$ cat src/rtl/br_pkg.sv
package br_pkg;

    typedef enum logic [2:0] {
        OP_NONE = 3'd0,
        OP_JZ   = 3'd1,
        OP_JN   = 3'd2,
        OP_JC   = 3'd3,
        OP_JMP  = 3'd4,
        OP_CALL = 3'd5,
        OP_RET  = 3'd6,
        OP_RTI  = 3'd7
    } xfer_op_e;

    typedef struct packed {
        logic c;
        logic n;
        logic z;
    } cc_t;

    localparam logic [1:0] CTR_RESET = 2'd1;
    localparam logic [1:0] CTR_MAX   = 2'd3;

    function automatic logic op_is_cond(xfer_op_e op);
        return (op == OP_JZ) || (op == OP_JN) || (op == OP_JC);
    endfunction

    function automatic logic op_is_uncond(xfer_op_e op);
        return op[2];
    endfunction

    // one-hot selector of the flag a conditional jump tests
    function automatic cc_t cond_sel(xfer_op_e op);
        cc_t s;
        s = '0;
        case (op)
            OP_JZ:   s.z = 1'b1;
            OP_JN:   s.n = 1'b1;
            OP_JC:   s.c = 1'b1;
            default: s = '0;
        endcase
        return s;
    endfunction

    function automatic logic [1:0] ctr_step(logic [1:0] cur, logic up);
        if (up)
            return (cur == CTR_MAX) ? cur : cur + 2'd1;
        return (cur == 2'd0) ? cur : cur - 2'd1;
    endfunction

endpackage

$ cat src/rtl/br_decide.sv
module br_decide
    import br_pkg::*;
#(
    parameter int PC_W = 32
) (
    input  logic            valid,
    input  xfer_op_e        op,
    input  cc_t             flags,
    input  logic [PC_W-1:0] pc,
    input  logic [PC_W-1:0] target,
    output logic            taken,
    output logic            is_cond,
    output logic            is_uncond,
    output logic [PC_W-1:0] next_pc,
    output cc_t             clr
);
    cc_t sel;

    always_comb begin
        sel       = cond_sel(op);
        is_cond   = valid && op_is_cond(op);
        is_uncond = valid && op_is_uncond(op);
        taken     = is_uncond || (is_cond && ((sel & flags) != '0));
        clr       = (is_cond && taken) ? sel : '0;
        next_pc   = taken ? target : pc + PC_W'(1);
    end
endmodule

$ cat src/rtl/br_ctr_table.sv
module br_ctr_table
    import br_pkg::*;
#(
    parameter int IDX_W = 4
) (
    input  logic             clk,
    input  logic             rst,
    input  logic [IDX_W-1:0] rd_idx,
    output logic             rd_pred,
    input  logic             upd_en,
    input  logic [IDX_W-1:0] upd_idx,
    input  logic             upd_taken
);
    localparam int ENTRIES = 1 << IDX_W;

    logic [1:0] ctr [ENTRIES];

    for (genvar e = 0; e < ENTRIES; e++) begin : g_entry
        always_ff @(posedge clk) begin
            if (rst)
                ctr[e] <= CTR_RESET;
            else if (upd_en && (upd_idx == IDX_W'(e)))
                ctr[e] <= ctr_step(ctr[e], upd_taken);
        end
    end

    assign rd_pred = ctr[rd_idx][1];
endmodule

$ cat src/rtl/br_flush_gen.sv
module br_flush_gen #(
    parameter int PC_W = 32
) (
    input  logic            clk,
    input  logic            rst,
    input  logic            is_cond,
    input  logic            is_uncond,
    input  logic            taken,
    input  logic            pred,
    input  logic [PC_W-1:0] next_pc,
    output logic            flush,
    output logic [PC_W-1:0] flush_pc
);
    logic redirect;

    assign redirect = is_uncond || (is_cond && (taken != pred));

    always_ff @(posedge clk) begin
        if (rst) begin
            flush    <= 1'b0;
            flush_pc <= '0;
        end else begin
            flush    <= redirect;
            flush_pc <= redirect ? next_pc : flush_pc;
        end
    end
endmodule

$ cat src/rtl/br_resolver.sv
module br_resolver
    import br_pkg::*;
#(
    parameter int PC_W  = 32,
    parameter int IDX_W = 4
) (
    input  logic            clk,
    input  logic            rst,
    input  logic [PC_W-1:0] fetch_pc,
    output logic            fetch_pred_taken,
    input  logic            rs_valid,
    input  logic [2:0]      rs_op,
    input  logic [PC_W-1:0] rs_pc,
    input  logic            rs_pred,
    input  logic [PC_W-1:0] rs_target,
    input  logic [2:0]      rs_flags,
    output logic            rs_taken,
    output logic [PC_W-1:0] rs_next_pc,
    output logic [2:0]      flag_clr,
    output logic            flush,
    output logic [PC_W-1:0] flush_pc
);
    logic is_cond;
    logic is_uncond;
    cc_t  clr_s;

    br_decide #(.PC_W(PC_W)) u_decide (
        .valid     (rs_valid),
        .op        (xfer_op_e'(rs_op)),
        .flags     (cc_t'(rs_flags)),
        .pc        (rs_pc),
        .target    (rs_target),
        .taken     (rs_taken),
        .is_cond   (is_cond),
        .is_uncond (is_uncond),
        .next_pc   (rs_next_pc),
        .clr       (clr_s)
    );

    assign flag_clr = clr_s;

    br_ctr_table #(.IDX_W(IDX_W)) u_table (
        .clk       (clk),
        .rst       (rst),
        .rd_idx    (fetch_pc[IDX_W-1:0]),
        .rd_pred   (fetch_pred_taken),
        .upd_en    (is_cond),
        .upd_idx   (rs_pc[IDX_W-1:0]),
        .upd_taken (rs_taken)
    );

    br_flush_gen #(.PC_W(PC_W)) u_flush (
        .clk       (clk),
        .rst       (rst),
        .is_cond   (is_cond),
        .is_uncond (is_uncond),
        .taken     (rs_taken),
        .pred      (rs_pred),
        .next_pc   (rs_next_pc),
        .flush     (flush),
        .flush_pc  (flush_pc)
    );
endmodule

$ cat config.mk
export PLATFORM = sky130hd
export DESIGN_NAME = br_resolver
export DESIGN_NICKNAME = d
export VERILOG_FILES = /design/src/rtl/br_pkg.sv /design/src/rtl/br_decide.sv /design/src/rtl/br_ctr_table.sv /design/src/rtl/br_flush_gen.sv /design/src/rtl/br_resolver.sv
export SDC_FILE = /design/constraint.sdc
export NUM_CORES = 1
export LEC_CHECK = 0
export BUFFER_PORTS_ARGS = -buffer_cell sky130_fd_sc_hd__buf_4
export CELL_PAD_IN_SITES_DETAIL_PLACEMENT = 0
export CELL_PAD_IN_SITES_GLOBAL_PLACEMENT = 1
export CORE_ASPECT_RATIO = 2
export CORE_MARGIN = 8
export CORE_UTILIZATION = 36
export DETAILED_ROUTE_END_ITERATION = 7
export GPL_TIMING_DRIVEN = 0
export MAX_ROUTING_LAYER = met4
export PLACE_DENSITY = 0.93
export SYNTH_ARGS = -nofsm -noshare
export SYNTH_HDL_FRONTEND = slang
export SYNTH_SLANG_ARGS = --single-unit
$ cat constraint.sdc
create_clock -name clk -period 2.71 [get_ports clk]
set_input_delay 0.542 -clock clk [delete_from_list [all_inputs] [get_ports clk]]
set_output_delay 0.542 -clock clk [all_outputs]
set_load 0.03 [all_outputs]
Word-level counts from Yosys, hierarchy flattened
Memory sizes are Yosys's and may differ from the RTL's.
Cells that the tools add are included.
{"block": "totals", "inputBits": 106, "elab_cells": 331, "mem_bits_rw": 32, "n_memories": 1, "regBits": 33, "out_inout_bits": 70}
{"block": "classes", "bitwise": 17, "mux": 200, "addsub": 33, "n_reduce_logical": 43, "n_eq_ne": 35}
{"memory": "u_table.ctr", "depth": 16, "word_bits": 2, "rd": 17, "rd_clocked_by_memory_dff": 0, "wr": 16, "line_no": "br_ctr_table.sv:16", "source": "logic [1:0] ctr [ENTRIES];"}
{"operator": "2-to-1 mux 2 bit", "count": 112}
{"operator": "2-to-1 mux 1 bit", "count": 86}
{"operator": "adder 2 x 1 -> 2 bit (second input constant)", "count": 16}
{"operator": "adder 32 x 1 -> 32 bit (second input constant)", "count": 1}
{"operator": "== test 2 bit (second input constant)", "count": 16}
{"operator": "== test 4 bit (second input constant)", "count": 8}
{"operator": "logical NOT 2 bit", "count": 16}
{"operator": "2-to-1 mux 32 bit", "count": 1}
{"operator": "subtractor 2 x 1 -> 2 bit (second input constant)", "count": 16}
{"operator": "logical AND 1 bit", "count": 21}
{"operator": "== test 4 x 3 -> 1 bit (second input constant)", "count": 4}
{"operator": "OR 1 bit", "count": 16}
{"operator": "== test 4 x 2 -> 1 bit (second input constant)", "count": 2}
{"operator": "== test 3 x 2 -> 1 bit (second input constant)", "count": 2}
{"operator": "== test 4 x 1 -> 1 bit (second input constant)", "count": 1}
{"operator": "logical NOT 4 bit", "count": 1}
{"operator": "logical OR 1 bit", "count": 4}
{"operator": "bitwise AND 3 bit", "count": 1}
{"operator": "== test 3 x 1 -> 1 bit (second input constant)", "count": 1}
{"operator": "2-to-1 mux 3 bit", "count": 1}
{"operator": "nonzero test 3 bit", "count": 1}
{"operator": "!= test 1 bit", "count": 1}

Longest topological paths before layout
Gate-level depths: netlist of run 1.
{"block": "depth", "depth_word": 13, "ltp_mapped": 8, "depth_no_buf": 6}

Hierarchy
From an unflattened synthesis of run 1, not the netlist that was laid out.
{"block": "unflattened", "cells_unflattened": 615, "hier_area_um2": 5449.0}
{"mod": "br_flush_gen", "n_inst": 1, "cells_per_inst": 236, "seq_area_each_um2": 660.6, "area_each_um2": 2164.6}
{"mod": "br_ctr_table", "n_inst": 1, "cells_per_inst": 188, "seq_area_each_um2": 960.9, "area_each_um2": 2110.8}
{"mod": "br_decide", "n_inst": 1, "cells_per_inst": 191, "seq_area_each_um2": 0.0, "area_each_um2": 1173.6}

Worst setup path after synthesis of run 1
Ideal clock, no wire load.
{"block": "synth_timing", "path_type": "input to output", "start": "in rs_pc[0]", "end": "out rs_next_pc[24]", "arrival_time_ns": 2.415, "required_ns": 2.168, "setup_slack_ns": -0.247, "stages": 5, "n_path_buf": 0, "cell_sequence": "ha_1 nand4_1 nor4_1 a311oi_1 a311oi_1"}
{"block": "synth_between", "elab_chain_len": 2}
{"item": "from (decl)", "line_no": "br_resolver.sv:13", "source": "input logic [PC_W-1:0] rs_pc,"}
{"item": "adder 32 x 1 -> 32 bit", "line_no": "br_decide.sv:25", "source": "next_pc = taken ? target : pc + PC_W'(1);"}
{"item": "2-to-1 mux 32 bit", "line_no": "br_decide.sv:25"}
{"item": "to (decl)", "line_no": "br_resolver.sv:18", "source": "output logic [PC_W-1:0] rs_next_pc,"}
No other way between the ends.

Worst setup path after layout of run 1
{"block": "layout_timing", "start": "in rs_pc[1]", "end": "out rs_next_pc[22]"}
The elaborated chain is that of the path after synthesis.

==> results.ini, run 1 <==
[sta]
worst_clock_skew_ns=0.00373
fin_crit_sh_pct=105
rsz0062_at_grt=yes
finalSetupViolations=11
period_needed_ns=2.85
slew-limit-headroom_pct=53.6
drv_slew=0
fmax_mhz=351
finalHoldViolCount=0
layout_setup_ws_ns=-0.138
holdWs_ns=0.478
worstMarginPinSlew_ns=0.696

[cts]
cts.path.max_buffers=2
numCtsBuffers=9
clock_sinks=65
htreeDepth=3
clk_pin_slew_worst_paths_ns=0.05
cts_tree=built
cts-root-buf=clkbuf_16
clkLatencyLatePin_ns=0.33

[drt]
vias_per_cell=5.96
vias=5071
postRouteWirelength_microns=18700
drc=0
wire_per_inst_microns=21.9
detail-route-antenna-nets=0
firstDrtPassIters=5
drtIter0Drc=388

[synthesis]
synth_edf_count=32
synth-adder-area-share_pct=1.10
syn-cell-area_sq_mm=0.00455
synth_xor_area_share_pct=8.86
ys_ff_latch=65
ys_seq_area_share_pct=35.7
synthCells=499
synth_fp_nets=609
synth_compound_area_share_pct=21.1
ys_dominant_reg_cell=dfxtp_1
synth_top_family_by_area=simple AND/OR/NAND/NOR gates
avgSynthCellArea_sq_um=9.11
async_flop_share_pct=0
synth.distinct_cells=60
synth.area.mux_share_pct=3.91
yosys.area_share.simple_pct=24.5
yosys_warnings=0

[critical_path]
crit_family=simple AND/OR/NAND/NOR gates
path_max_fanout=4
crit_path_end_kind=output port
crit_path_max_incr_delay_ns=0.46
crit_top_cell=buf_6
crit_path_start_kind=input port
crit_buf_inv=3
path_cells=buf_8 > ha_4 > nand4_1 > or4_4 > buf_6 > o21ai_1 > or3b_4 > and2_4 > buf_6
path_class=input port to output port
cp_slowest_cell=or4_4
crit_required_ns=2.17
arrival_ns=2.31

[worst_hold_path]
hold_path.class=flip-flop to flip-flop

[cells_and_area]
final_cell_area_sq_mm=0.00695
drive_above_1_share_pct=39.4
diodes=0
area_delta_synth_final_pct=52.8
fillCellCount=1102
stdcell_count=851
layout_commonest_cell=buf_4
nets=806
layout_common_cells=buf_4 (161), nand3_1 (40), nor2_1 (33), dfxtp_1 (33), edfxtp_1 (32)

[floorplanning]
die_x_microns=95.5
core_sq_mm=0.0125
die_h_microns=175
num_io_pins=176
rows=58
initial_core_util_pct=36.4
die_area_sq_mm=0.0167

[run]
maxCapViolCount=0

[grt]
grt_pass1_vias=5494
grt_overflow=0
grtUsageTotal_pct=22.8
grt_pass1_wl_microns=28600
grt_max_degree=11
antenna_found_initial=0

[outcome]
status=finished with violations
violations=setup timing

[pwr]
power_leakage_nw=2.75
vdd_drop_max_v=0.000378
power-per-cell-area_mw_per_mm2=468

[place]
gp_congestion=0.919
portBuffers=143
hpwl_microns=13800
placedCellCount=792
placed_area_sq_mm=0.00586

[worst register-to-register path, cell delays in order (launching register included)]
cell      delay [ns]
edfxtp_1        0.49
and3_1          0.20
o41ai_1         0.46
[metal layers]
metal  vias up  wire [microns]  global-route usage, %
met5         -               0                      -
met1      2417            6040                   20.5
met4         0            1170                   14.8
met3        83            1060                   4.13
li1       2308               -                      -
met2       263           10400                   41.4
[cells by family after synthesis]
group	count (synthesis)
compound gates	118
xor+xnor	46
fa+ha+maj	4
buf+inv	44
flops	65
mux	11
simple gates	211
[state kept, by name (all words and copies together), names as in the netlist]
register	cells
u_flush.flush	1
u_flush.flush_pc	32
u_table.ctr	32
[through the flow]
stage | setup WS, ns | TNS (ns) | power, mW | utilization (%)
2_1_floorplan | -0.106 | -0.319 | 1.65 | -
3_3_place_gp | -0.663 | -18.58 | 2.02 | 46.9
3_5_place_dp | -0.691 | -21.30 | 2.03 | 46.9
4_1_cts | -0.104 | -0.409 | 3.21 | 54.2
5_1_grt | -0.188 | -1.22 | 3.35 | 55.7
6_report | -0.138 | -0.567 | 3.25 | 55.7
[report_power, final]
group	leakage, nW	switching (mW)	internal, mW
Sequential	0.546	0.0357	1.08
Combinational	2.07	0.594	0.453
Clock	0.139	0.424	0.665
Total	2.75	1.05	2.20
[Yosys cell counts (10+ instances only)]
cell type | n | share of area (%)
clkbuf_1 | 14 | 1.2
and2_1 | 13 | 1.8
nand4_1 | 10 | 1.4
o21ai_0 | 18 | 2.0
xnor2_1 | 19 | 3.7
nand2_1 | 31 | 2.6
edfxtp_1 | 32 | 21
a21oi_1 | 15 | 1.7
nor3_1 | 29 | 3.2
nand3_1 | 41 | 4.5
xor2_1 | 27 | 5.2
dfxtp_1 | 33 | 15
nor2_1 | 35 | 2.9
or3_1 | 19 | 2.6
a41o_1 | 15 | 3.3
buf_2 | 12 | 1.3
a22o_1 | 23 | 4.4
[repair_timing]
item	in CTS	in global routing
hold buffers	0	0
buffers inserted	29	14
gates resized for setup	99	20
endpoints found under the setup margin	35	33
cloned	2	1
pin swaps	18	15
[worst paths after layout]
check	cells past startpoint	from	slack (ns)	endpoint
worst max-delay path	9	rs_pc[1]	-0.14	rs_next_pc[22]
worst min-delay path	1	u_flush.flush_pc[11]$_SDFFE_PP0P_	0.48	u_flush.flush_pc[11]$_SDFFE_PP0P_
worst max register to register	2	u_table.ctr[15][1]$_SDFFCE_PP0P_	1.21	u_table.ctr[15][1]$_SDFFCE_PP0P_
worst min register to register	1	u_flush.flush_pc[11]$_SDFFE_PP0P_	0.48	u_flush.flush_pc[11]$_SDFFE_PP0P_
[final cells by class]
| cell class | count | area (sq um) | area share [%] |
|---|---|---|---|
| inverter | 10 | 40.0 | 0.576 |
| sequential | 65 | 1620 | 23.3 |
| buffer | 33 | 293 | 4.21 |
| clock inverter | 3 | 15.0 | 0.216 |
| multi-input combinational | 390 | 2970 | 42.7 |
| clock buffer | 13 | 260 | 3.75 |
| tap | 150 | 188 | 2.70 |
| timing repair buffer | 187 | 1560 | 22.5 |
No activity file was read; power rests on OpenSTA's default activity.
==> run 2, diff against run 1 <==
==> constraint.sdc (replaced) <==
create_clock -name clk -period 3.2 [get_ports clk]
set_input_delay 0.64 -clock clk [delete_from_list [all_inputs] [get_ports clk]]
set_output_delay 0.64 -clock clk [all_outputs]
set_load 0.03 [all_outputs]
==> run 2 against run 1 <==
The flow still finishes with violations (setup timing). Via count decreased by 5.1%. Final cell count fell by 4.7%. Sequential share of layout area rose by 2.8 points. Clock skew increased by 0.0032 ns. Non-clock buffer count down 39. Critical path depth fell by 2. Critical path type unchanged. Critical endpoint is now rs_next_pc[26].
==> results.ini, run 2 (same netlist as run 1, synthesis figures left out) <==
[outcome]
status=finished with violations
violations=setup timing

[cts]
numCtsBuffers=9
hold_buffers=0
clk_pin_slew_worst_paths_ns=0.06
cts.path.max_buffers=2
htreeDepth=3
cts-root-buf=clkbuf_16
clock_sinks=65
cts_tree=built
clkLatencyLatePin_ns=0.34

[grt]
grtUsageTotal_pct=21.4
grt_max_degree=11
gr-usage-met3_pct=3.70
grtUsageMet1_pct=19.8
antenna_found_initial=0
grt_pass1_wl_microns=26800
busiest_layer=met2
grt_overflow=0
grt_use_met2_pct=38.8
grt_pass1_vias=5186

[drt]
firstDrtPassIters=5
drc=0
postRouteWirelength_microns=17500
vias=4814
detail-route-antenna-nets=0
drtIter0Drc=308
vias_per_cell=5.94
wire_per_inst_microns=21.5

[sta]
worst_clock_skew_ns=0.00689
period_needed_ns=3.22
worstMarginPinSlew_ns=0.784
slew-limit-headroom_pct=47.3
fin_crit_sh_pct=101
setup_tns_ns=-0.0268
drv_slew=0
finalHoldViolCount=0
fmax_mhz=310
rsz0062_at_grt=yes
holdWs_ns=0.478
finalSetupViolations=2
layout_setup_ws_ns=-0.0242

[floorplanning]
die_h_microns=175
core_sq_mm=0.0125
die_area_sq_mm=0.0167
die_x_microns=95.5
num_io_pins=176
initial_core_util_pct=36.4
rows=58

[critical_path]
path_class=input port to output port
crit_required_ns=2.56
path_max_fanout=6
crit_path_start_kind=input port
crit_path_end_kind=output port
arrival_ns=2.58

[cells_and_area]
final_util_pct=49.6
drive_above_1_share_pct=31.6
area_delta_synth_final_pct=36.3
layout_commonest_cell=buf_4
top_regs=u_flush.flush_pc: 32 flops, u_table.ctr: 32 flops, u_flush.flush: 1 flops
nets=767
layout_common_cells=buf_4 (150), nand3_1 (41), nor2_1 (35), dfxtp_1 (33), edfxtp_1 (32)
diodes=0

[pwr]
power-per-cell-area_mw_per_mm2=439
vdd_drop_max_v=0.000274
power_leakage_nw=2.41

[place]
portBuffers=143
pre_cts_ws_ns=-0.452
gp_congestion=0.925
hpwl_microns=13900

[worst_hold_path]
hold_path.class=flip-flop to flip-flop

[run]
maxCapViolCount=0

## run 2: area by class of cell
class                           count  area (sq um)
Multi-Input combinational cell    390          2740
Tap cell                          150           188
Inverter                           10          37.5
Fill cell                        1221          6290
Sequential cell                    65          1620
Buffer                             34           208
Timing Repair Buffer              147          1100
Clock inverter                      1          5.00
Clock buffer                       14           297
## run 2: final timing paths
check / to / startpoint / slack [ns] / cells after the start
setup reg to reg: u_table.ctr[15][1]$_SDFFCE_PP0P_ / u_table.ctr[15][1]$_SDFFCE_PP0P_ / 1.70 / 2
hold / removal: u_flush.flush_pc[5]$_SDFFE_PP0P_ / u_flush.flush_pc[5]$_SDFFE_PP0P_ / 0.48 / 2
setup / recovery: rs_next_pc[26] / rs_pc[0] / -0.02 / 7
hold reg to reg: u_flush.flush_pc[5]$_SDFFE_PP0P_ / u_flush.flush_pc[5]$_SDFFE_PP0P_ / 0.48 / 2
## run 2: per-stage QoR
step | power [mW] | instance area [sq um] | cells
floorplan | 1.39 | 4550 | 499
global placement | 1.70 | 5810 | 792
detailed placement | 1.71 | 5810 | 792
CTS | 2.72 | 6170 | 810
global route | 2.80 | 6200 | 811
finish | 2.72 | 6200 | 811
## run 2: metal layers
metal  vias to the layer above  wire [microns]
met5                         -               0
met2                       196            9710
li1                       2229               -
met1                      2329            6080
met3                        60             687
met4                         0             975
## run 2: worst max-delay path, cell delays in order
cell and delay, ns:
buf_4 0.13, ha_4 0.18, nand4_1 0.15, nor4_2 0.63
a311oi_1 0.20, a311oi_1 0.40, buf_4 0.24
## run 2: where the power goes
part           total (mW)  switching, mW  internal [mW]
clock                1.01          0.373          0.635
sequential          0.944         0.0292          0.915
combinational       0.767          0.465          0.302
total                2.72          0.867           1.85
## run 2: what timing repair did
item                       CTS  global route
setup endpoints to repair   30            18
setup buffers                3             1
pin swaps                    1             0
gates resized for setup     11             8
==> run 3, diff against run 2 <==
--- a/config.mk
+++ b/config.mk
@@ -10,11 +10,11 @@
 export CELL_PAD_IN_SITES_GLOBAL_PLACEMENT = 1
 export CORE_ASPECT_RATIO = 2
 export CORE_MARGIN = 8
-export CORE_UTILIZATION = 36
+export CORE_UTILIZATION = 33
 export DETAILED_ROUTE_END_ITERATION = 7
 export GPL_TIMING_DRIVEN = 0
 export MAX_ROUTING_LAYER = met4
-export PLACE_DENSITY = 0.93
+export PLACE_DENSITY = 0.9
 export SYNTH_ARGS = -nofsm -noshare
 export SYNTH_HDL_FRONTEND = slang
 export SYNTH_SLANG_ARGS = --single-unit
==> constraint.sdc (replaced) <==
create_clock -name clk -period 2.9 [get_ports clk]
set_input_delay 0.58 -clock clk [delete_from_list [all_inputs] [get_ports clk]]
set_output_delay 0.58 -clock clk [all_outputs]
set_load 0.03 [all_outputs]
==> run 3 against run 2 <==
The flow now finishes without violations. Critical path depth is the same. Die area increased by 7.9%. Critical endpoint is now rs_next_pc[19]. Via count is 2.3% higher. Utilization is 0.32 points lower. First-iteration DRC count fell by 12%. Setup slack improved by 0.046 ns. Routed wire length increased by 8.5%.
==> results.ini, run 3 (same netlist as run 1, synthesis figures left out) <==
[outcome]
status=complete, no violations

[grt]
grt_pass1_wl_microns=28600
grtUsageTotal_pct=21.3
grt_overflow=0
grt_max_degree=12
antenna_found_initial=0
grt_pass1_vias=5253

[place]
placed_area_sq_mm=0.00584
gp_congestion=0.903
hpwl_microns=14700
portBuffers=143

[sta]
rsz0062_at_grt=yes
fin_crit_sh_pct=99.2
worstMarginPinSlew_ns=0.791
drv_slew=0
slew-limit-headroom_pct=47.3
finalHoldViolCount=0
period_needed_ns=2.88
finalSetupViolations=0
worst_clock_skew_ns=0.00211
fmax_mhz=347

[cells_and_area]
diodes=0
area_delta_synth_final_pct=45.8
final_util_pct=49.3
nets=780
drive_above_1_share_pct=35.7
top_regs=u_flush.flush_pc: 32 flops, u_table.ctr: 32 flops, u_flush.flush: 1 flops
layout_common_cells=buf_4 (151), nand3_1 (40), nor2_1 (35), dfxtp_1 (33), edfxtp_1 (32)
final_cell_area_sq_mm=0.00663
layout_commonest_cell=buf_4

[drt]
postRouteWirelength_microns=18900
drtIter0Drc=272
drc=0
firstDrtPassIters=5
vias_per_cell=5.93
vias=4925
wire_per_inst_microns=22.8
detail-route-antenna-nets=0

[floorplanning]
num_io_pins=176
initial_core_util_pct=33.8
core_sq_mm=0.0134
die_h_microns=182
rows=60
die_x_microns=99
die_area_sq_mm=0.0180

[worst_hold_path]
whs_path_depth=2
hold_path.class=flip-flop to flip-flop
hold_end=u_flush.flush_pc[4]$_SDFFE_PP0P_
min_from=u_flush.flush_pc[4]$_SDFFE_PP0P_

[pwr]
vdd_drop_max_v=0.000322
power_mw=3.16
power_leakage_nw=2.60
power-per-cell-area_mw_per_mm2=476

[cts]
numCtsBuffers=9
htreeDepth=3
clkLatencyLatePin_ns=0.33
cts-root-buf=clkbuf_16
clk_pin_slew_worst_paths_ns=0.06
clock_sinks=65
cts_tree=built
hold_buffers=0
cts.path.max_buffers=2

[critical_path]
reg2reg_to=u_table.ctr[15][0]$_SDFFCE_PP1P_
arrival_ns=2.30
path_class=input port to output port
reg2reg_from=u_table.ctr[15][1]$_SDFFCE_PP0P_
rrSetupSlack_ns=1.39
crit_path_start_kind=input port
path_max_fanout=10
reg2regPathDepth=2
crit_required_ns=2.32
crit_path_end_kind=output port

[run]
maxCapViolCount=0

-- run 3: power by group --
group | internal, mW | switching [mW]
sequential | 1.01 | 0.0342
clock | 0.762 | 0.424
combinational | 0.386 | 0.543
total | 2.16 | 1.00
-- run 3: layout make-up --
cell class | instances | area, sq um
Fill cell | 1268 | 6810
Multi-Input combinational cell | 390 | 2890
Sequential cell | 65 | 1620
Timing Repair Buffer | 160 | 1290
Clock buffer | 12 | 278
Buffer | 34 | 264
Tap cell | 155 | 194
Clock inverter | 4 | 47.5
Inverter | 10 | 37.5
-- run 3: through the flow --
step	TNS, ns	std cells	hold WS [ns]	worst slack [ns]
4_1_cts	-0.362	824	0.477	-0.0905
6_report	0	830	0.472	0.0220
2_1_floorplan	0	499	0.577	0.00774
3_5_place_dp	-15.74	797	0.467	-0.610
3_3_place_gp	-15.09	797	0.463	-0.604
5_1_grt	-0.0264	830	0.490	-0.00950
-- run 3: how the worst max path moves through the flow --
stage               startpoint             end  depth (start not counted)
floorplan             rs_op[1]  rs_next_pc[10]                          5
global route          rs_pc[1]  rs_next_pc[22]                          9
detailed placement    rs_op[1]   rs_next_pc[0]                          7
global placement      rs_op[1]   rs_next_pc[0]                          7
finish               rs_pc[11]  rs_next_pc[19]                          7
CTS                   rs_pc[1]  rs_next_pc[22]                          9
-- run 3: metal layers --
metal | global-route usage [%] | vias to the layer above | wire [microns]
li1 | - | 2250 | -
met1 | 18.5 | 2437 | 6330
met2 | 40.6 | 193 | 10800
met3 | 3.95 | 45 | 942
met4 | 13.0 | 0 | 902
met5 | - | - | 0
-- run 3: worst max-delay path, stage by stage --
cell and delay, ns:
buf_4 0.12, nand3_4 0.12, or3_4 0.43, buf_6 0.16, or4_1 0.55, a31oi_4 0.18
buf_6 0.15
-- run 3: what timing repair did --
item | 4_1_cts | 5_1_grt
setup buffers | 12 | 5
endpoints found under the setup margin | 35 | 28
gates resized for setup | 59 | 20
cloned | 0 | 1
pin swaps | 14 | 13
hold endpoints to repair | 0 | 0
